<file path="src/rtl/blkio_pkg.sv">
package blkio_pkg;
  typedef enum logic [1:0] {
    ST_IDLE,
    ST_IRC,
    ST_XFER1,
    ST_XFER2
  } blkio_st_t;

  // flag byte bit positions (fixed by the consuming register file)
  localparam int FB_SIGN  = 7;
  localparam int FB_ZERO  = 6;
  localparam int FB_CPY5  = 5;
  localparam int FB_HALF  = 4;
  localparam int FB_CPY3  = 3;
  localparam int FB_PAR   = 2;
  localparam int FB_SUB   = 1;
  localparam int FB_CARRY = 0;
endpackage

</file>
<file path="src/rtl/blkio_ctl.sv">
module blkio_ctl
  import blkio_pkg::*;
#(
  parameter int DATA_W = 8
) (
  input  logic                  clk,
  input  logic                  rst,
  input  logic                  start,
  input  logic                  mode_out,
  input  logic                  dir_dec,
  input  logic [DATA_W-1:0]     reg_b,
  input  logic [DATA_W-1:0]     reg_c,
  input  logic [2*DATA_W-1:0]   reg_hl,
  input  logic [2*DATA_W-1:0]   reg_ir,
  input  logic [DATA_W-1:0]     bus_rdata,
  input  logic                  bus_ack,
  output logic [2*DATA_W-1:0]   bus_addr,
  output logic [DATA_W-1:0]     bus_wdata,
  output logic                  mem_req,
  output logic                  io_req,
  output logic                  bus_we,
  output logic                  busy,
  output logic                  fin,
  output logic                  l_mode,
  output logic                  l_dir,
  output logic [DATA_W-1:0]     l_b,
  output logic [DATA_W-1:0]     l_c,
  output logic [2*DATA_W-1:0]   l_hl,
  output logic [DATA_W-1:0]     l_byte
);
  localparam int ADDR_W = 2 * DATA_W;

  blkio_st_t         st;
  logic [ADDR_W-1:0] l_ir;
  logic [DATA_W-1:0] b_dec;

  assign b_dec = l_b - 1'b1;
  assign busy  = (st != ST_IDLE);
  assign fin   = (st == ST_XFER2) && bus_ack;

  always_ff @(posedge clk) begin
    if (rst) begin
      st     <= ST_IDLE;
      l_mode <= 1'b0;
      l_dir  <= 1'b0;
      l_b    <= '0;
      l_c    <= '0;
      l_hl   <= '0;
      l_ir   <= '0;
      l_byte <= '0;
    end else begin
      case (st)
        ST_IDLE: if (start) begin
          st     <= ST_IRC;
          l_mode <= mode_out;
          l_dir  <= dir_dec;
          l_b    <= reg_b;
          l_c    <= reg_c;
          l_hl   <= reg_hl;
          l_ir   <= reg_ir;
        end
        ST_IRC:  st <= ST_XFER1;
        ST_XFER1: if (bus_ack) begin
          l_byte <= bus_rdata;
          st     <= ST_XFER2;
        end
        ST_XFER2: if (bus_ack) st <= ST_IDLE;
        default: st <= ST_IDLE;
      endcase
    end
  end

  // bus phase decode: first transfer reads, second writes
  always_comb begin
    bus_addr  = l_ir;
    bus_wdata = '0;
    mem_req   = 1'b0;
    io_req    = 1'b0;
    bus_we    = 1'b0;
    case (st)
      ST_XFER1: begin
        bus_addr = l_mode ? l_hl : {l_b, l_c};
        mem_req  = l_mode;
        io_req   = !l_mode;
      end
      ST_XFER2: begin
        bus_addr  = l_mode ? {b_dec, l_c} : l_hl;
        bus_wdata = l_byte;
        bus_we    = 1'b1;
        mem_req   = !l_mode;
        io_req    = l_mode;
      end
      default: ;
    endcase
  end
endmodule

</file>
<file path="src/rtl/blkio_flags.sv">
module blkio_flags
  import blkio_pkg::*;
#(
  parameter int DATA_W = 8
) (
  input  logic                mode_out,
  input  logic                dir_dec,
  input  logic [DATA_W-1:0]   b_old,
  input  logic [DATA_W-1:0]   c_val,
  input  logic [2*DATA_W-1:0] hl_old,
  input  logic [DATA_W-1:0]   xbyte,
  output logic [DATA_W-1:0]   b_nx,
  output logic [2*DATA_W-1:0] hl_nx,
  output logic [2*DATA_W-1:0] mp_nx,
  output logic [7:0]          flg
);
  localparam int ADDR_W = 2 * DATA_W;

  logic [ADDR_W-1:0] port_base;
  logic [DATA_W-1:0] c_adj;
  logic [DATA_W-1:0] addend;
  logic [DATA_W:0]   ksum;
  logic [DATA_W-1:0] par_src;
  logic              kcarry;

  assign b_nx      = b_old - 1'b1;
  assign hl_nx     = dir_dec ? hl_old - 1'b1 : hl_old + 1'b1;
  assign port_base = mode_out ? {b_nx, c_val} : {b_old, c_val};
  assign mp_nx     = dir_dec ? port_base - 1'b1 : port_base + 1'b1;

  assign c_adj   = dir_dec ? c_val - 1'b1 : c_val + 1'b1;
  assign addend  = mode_out ? hl_nx[DATA_W-1:0] : c_adj;
  assign ksum    = {1'b0, xbyte} + {1'b0, addend};
  assign kcarry  = ksum[DATA_W];
  assign par_src = {{(DATA_W-3){1'b0}}, ksum[2:0]} ^ b_nx;

  always_comb begin
    flg           = '0;
    flg[FB_SIGN]  = b_nx[DATA_W-1];
    flg[FB_ZERO]  = (b_nx == '0);
    flg[FB_CPY5]  = b_nx[5];
    flg[FB_CPY3]  = b_nx[3];
    flg[FB_HALF]  = kcarry;
    flg[FB_CARRY] = kcarry;
    flg[FB_PAR]   = ~^par_src;
    flg[FB_SUB]   = xbyte[DATA_W-1];
  end
endmodule

</file>
<file path="src/rtl/blkio_step.sv">
module blkio_step
  import blkio_pkg::*;
#(
  parameter int DATA_W = 8,
  parameter int ADDR_W = 2 * DATA_W
) (
  input  logic              clk,
  input  logic              rst,
  input  logic              start,
  input  logic              mode_out,
  input  logic              dir_dec,
  input  logic [DATA_W-1:0] reg_b,
  input  logic [DATA_W-1:0] reg_c,
  input  logic [ADDR_W-1:0] reg_hl,
  input  logic [ADDR_W-1:0] reg_ir,
  output logic [ADDR_W-1:0] bus_addr,
  output logic [DATA_W-1:0] bus_wdata,
  input  logic [DATA_W-1:0] bus_rdata,
  output logic              mem_req,
  output logic              io_req,
  output logic              bus_we,
  input  logic              bus_ack,
  output logic              done,
  output logic [DATA_W-1:0] new_b,
  output logic [ADDR_W-1:0] new_hl,
  output logic [ADDR_W-1:0] new_memptr,
  output logic [7:0]        new_flags,
  output logic [DATA_W-1:0] xfer_byte
);
  logic              busy, fin, l_mode, l_dir;
  logic [DATA_W-1:0] l_b, l_c, l_byte, b_nx;
  logic [ADDR_W-1:0] l_hl, hl_nx, mp_nx;
  logic [7:0]        flg;

  blkio_ctl #(.DATA_W(DATA_W)) u_ctl (
    .clk(clk), .rst(rst), .start(start), .mode_out(mode_out),
    .dir_dec(dir_dec), .reg_b(reg_b), .reg_c(reg_c), .reg_hl(reg_hl),
    .reg_ir(reg_ir), .bus_rdata(bus_rdata), .bus_ack(bus_ack),
    .bus_addr(bus_addr), .bus_wdata(bus_wdata), .mem_req(mem_req),
    .io_req(io_req), .bus_we(bus_we), .busy(busy), .fin(fin),
    .l_mode(l_mode), .l_dir(l_dir), .l_b(l_b), .l_c(l_c), .l_hl(l_hl),
    .l_byte(l_byte)
  );

  blkio_flags #(.DATA_W(DATA_W)) u_flags (
    .mode_out(l_mode), .dir_dec(l_dir), .b_old(l_b), .c_val(l_c),
    .hl_old(l_hl), .xbyte(l_byte), .b_nx(b_nx), .hl_nx(hl_nx),
    .mp_nx(mp_nx), .flg(flg)
  );

  always_ff @(posedge clk) begin
    if (rst) begin
      done       <= 1'b0;
      new_b      <= '0;
      new_hl     <= '0;
      new_memptr <= '0;
      new_flags  <= '0;
      xfer_byte  <= '0;
    end else begin
      done <= fin;
      if (fin) begin
        new_b      <= b_nx;
        new_hl     <= hl_nx;
        new_memptr <= mp_nx;
        new_flags  <= flg;
        xfer_byte  <= l_byte;
      end
    end
  end
endmodule

</file>
<file path="config.mk">
export PLATFORM = sky130hd
export DESIGN_NAME = blkio_step
export DESIGN_NICKNAME = d
export VERILOG_FILES = /design/src/rtl/blkio_pkg.sv /design/src/rtl/blkio_ctl.sv /design/src/rtl/blkio_flags.sv /design/src/rtl/blkio_step.sv
export SDC_FILE = /design/constraint.sdc
export NUM_CORES = 1
export LEC_CHECK = 0
export BUFFER_PORTS_ARGS = -buffer_cell sky130_fd_sc_hd__buf_2
export CAP_MARGIN = 15
export CORE_MARGIN = 1
export CORE_UTILIZATION = 50
export DETAILED_ROUTE_END_ITERATION = 10
export GPL_ROUTABILITY_DRIVEN = 1
export PLACE_DENSITY = 0.82
export SLEW_MARGIN = 20
export SYNTH_ARGS = -nofsm -noshare
export SYNTH_HDL_FRONTEND = slang
export SYNTH_SLANG_ARGS = --single-unit
</file>
<file path="constraint.sdc">
create_clock -name clk -period 9.3 [get_ports clk]
set_input_delay 0.93 -clock clk [delete_from_list [all_inputs] [get_ports clk]]
set_output_delay 0.93 -clock clk [all_outputs]
set_load 0.02 [all_outputs]
</file>
==> impl_metrics.yaml <==
status:
  run_status: "finished, final reports clean"
critical_path:
  critical_path_cell_with_the_highest_stage_delay: "sky130_fd_sc_hd__nor3b_1"
  path_delay_family: "simple AND/OR/NAND/NOR gates"
  critPathMaxFanout: 8
  critPathCaptureType: "output port"
  path_class: "register to output port"
  regToRegSetupSlack_ps: 6290
  crit_chain: "inv_1, ha_1, nor3b_1, nand2_1, xor2_1, o221ai_1, buf_2"
  worst_ep_arrival_time_ps: 2480
  crit_buf_inv: 2
  critical_path.max_stage_delay_ps: 460
  critical_path_required_ps: 8370
  startpoint_type: "register"
synthesis:
  synthTopCellsByCount: "sky130_fd_sc_hd__nand2_1, sky130_fd_sc_hd__a21oi_1, sky130_fd_sc_hd__dfxtp_1, sky130_fd_sc_hd__nor2_1, sky130_fd_sc_hd__ha_1"
  async_flop_share_pct: 0
  synth_top_cell_by_area: "sky130_fd_sc_hd__dfxtp_1"
  synth_top_cell_area_share_pct: 34.7
  postSynthAreaPerCell_um2: 7.79
  count_of_state_elements_after_synthesis: 112
  synth_seq_area_share_pct: 34.7
  syn-cell-area_um2: 6470
  synthDistinctLibCells: 60
  synthesis.instances: 830
  synth_most_common_cell: "sky130_fd_sc_hd__nand2_1"
  nets_in_the_synthesized_netlist: 938
  synthesis.yosys.warnings: 0
  number_of_enable_flip_flop_cells_after_synthesis: 0
  yosys_most_used_dff: "sky130_fd_sc_hd__dfxtp_1"
  ys_top_cells_by_area: "sky130_fd_sc_hd__dfxtp_1, sky130_fd_sc_hd__nand2_1, sky130_fd_sc_hd__a21oi_1"
die:
  dieWidth_um: 116
  core_region_um2: 12600
  num_io_pins: 146
  die_area_um2: 13400
  die_height_um: 116
  start_util_pct: 51.3
  row_count: 41
detailed_routing:
  ant_nets: 0
  vias: 6263
  avgRoutedWirePerCell_um: 16.1
  drt_iter0_drc: 506
  detail_route.first_pass.iterations: 5
  post-route-drc-count: 0
  route.final.wire_length_um: 17900
  route.detailed.vias_per_inst: 5.64
global_routing:
  gr-total-overflow: 0
  first_global_vias: 5547
  grt_start_max_net_pins: 59
  first_pass_grt_wire_length_um: 28000
  globalRouteTotalUtil_pct: 27.3
  initial_antenna_violation_count: 0
placement:
  place_ws_ps: 6020
  gp_routability_congestion: 0.882
  dp_hpwl_um: 13400
  dp_cells: 1095
  io_buffers: 145
sta:
  finalSetupViolCount: 0
  finalCritPeriodShare_pct: 36.7
  rsz0062_at_grt: "false"
  slew-limit-headroom_pct: 27.6
  slew_viol_final: 0
  final_critical_path_setup_slack_ps: 5890
  period_needed_ps: 3410
  final_hold_viol_count: 0
  clock_tree_skew_after_final_layout_ps: 6.44
  timing_worst_slew_pin_value_ps: 1090
  totalNegativeSetupSlack_ps: 0
  clock.fmax_ghz: 0.293
power_and_ir_drop:
  ir_worst_vdd_v: 0.000214
  p_per_area_nw_per_um2: 241
  static-leakage-power_nw: 3.39
  report.power.total_mw: 1.82
run:
  number_of_max_cap_violations: 0
layout:
  num-nets-final: 1042
  antenna_cells: 0
  multiInputGateArea_um2: 3920
  finish.cell_count_without_fillers: 1110
  share_of_post_route_cells_with_drive_strength_above_1_pct: 19.2
  final_core_util_pct: 59.8
  fillers: 1190
  area_growth_pct: 16.6
  seq_area_um2: 2240
clock_tree:
  clkSinkCount: 112
  worst_skew_pair.late_latency_ps: 350
  clock_tree.htree_level_count: 3
  cts_root_buf: "sky130_fd_sc_hd__clkbuf_16"
  numCtsBuffers: 9
  clock_tree.buffer_depth: 2
  cts_repair_resize_count: 0
  cts_tree: "yes"
  cts_setup_buffers: 0
  holdBufCountCts: 0
  path_clk_slew_ps: 70
worst_hold_path:
  hold_class: "register to register"
[cell usage in the layout (no fill, tap or decap), types with 4 or more instances in the layout]
master / count
sky130_fd_sc_hd__nand2_1: 181
sky130_fd_sc_hd__buf_2: 144
sky130_fd_sc_hd__a21oi_1: 114
sky130_fd_sc_hd__dfxtp_1: 111
sky130_fd_sc_hd__nor2_1: 45
sky130_fd_sc_hd__ha_1: 43
sky130_fd_sc_hd__o21ai_0: 29
sky130_fd_sc_hd__xnor2_1: 27
sky130_fd_sc_hd__a21o_1: 26
sky130_fd_sc_hd__nand3_1: 21
sky130_fd_sc_hd__a211oi_1: 18
sky130_fd_sc_hd__inv_1: 15
sky130_fd_sc_hd__xor2_1: 14
sky130_fd_sc_hd__a22oi_1: 13
sky130_fd_sc_hd__nor3_1: 12
sky130_fd_sc_hd__and2_1: 11
sky130_fd_sc_hd__a221oi_1: 9
sky130_fd_sc_hd__clkbuf_16: 9
sky130_fd_sc_hd__buf_4: 9
sky130_fd_sc_hd__mux2i_1: 8
sky130_fd_sc_hd__o21a_1: 8
sky130_fd_sc_hd__a32oi_1: 4
sky130_fd_sc_hd__and3_1: 4
sky130_fd_sc_hd__o211ai_1: 4
sky130_fd_sc_hd__nand4_1: 4
sky130_fd_sc_hd__o22ai_1: 4
[area by class of cell]
class	count	area share, %
repair buffers	153	10.4
inverters	15	0.746
clock inverters	3	0.862
clock buffers	12	3.40
multi-input cells	643	52.0
well taps	172	2.85
flip-flops and latches	112	29.7
[power by group]
group / leakage (nW) / switching [mW] / internal [mW]
clock network: 0.159 / 0.170 / 0.249
logic: 2.32 / 0.471 / 0.308
registers: 0.911 / 0.0814 / 0.540
total: 3.39 / 0.723 / 1.10
[per-layer routing]
metal	wire length [um]	vias to the layer above	global-route usage (%)	part of all wire, %
li1	-	3117	-	-
met1	8020	2878	36.7	45
met2	8080	248	43.3	45
met3	1430	20	6.96	8.0
met4	367	0	7.86	2.1
met5	0	-	0	0
[final timing paths]
check / startpoint / cells after the start / end
worst min-delay path: new_hl[9]$_SDFFE_PP0P_ / 2 / new_hl[9]$_SDFFE_PP0P_
worst max register to register: u_ctl.l_dir$_SDFFE_PP0P_ / 11 / new_flags[4]$_SDFFE_PP0P_
worst max-delay path: u_ctl.l_b[0]$_SDFFE_PP0P_ / 7 / bus_addr[14]
worst min register to register: new_hl[9]$_SDFFE_PP0P_ / 2 / new_hl[9]$_SDFFE_PP0P_
[registers in the layout, summed over array words and instances, names as in the netlist, 2 cells and up]
register      cells
new_flags         4
u_ctl.l_hl       16
xfer_byte         7
u_ctl.st          2
u_ctl.l_c         8
u_ctl.l_ir       16
new_hl           16
u_ctl.l_b         8
new_b             8
new_memptr       16
u_ctl.l_byte      8
[worst min-delay path: cells and delay by family (launching register included)]
kind            cells  cell delay, ps
compound gates      1              50
flops               1             310
simple gates        1              50
[cells by family after synthesis]
kind of cell               Yosys count  synth area share [%]
AOI/OAI and AO/OA                  255                  24.9
buffers and inverters               75                  4.80
and+or+nand+nor                    289                  18.8
xor gates and xnor gates            42                  5.80
muxes                               11                  1.76
DFF                                112                  34.7
adders and majority gates           46                  9.25
[metrics by stage]
step,area [um^2],hold WS (ps)
CTS,7540,453
finish,7540,449
detailed placement,7220,437
global route,7540,473
global placement,7220,439
floorplan,6470,436
Power figures use the tool's default switching activity.
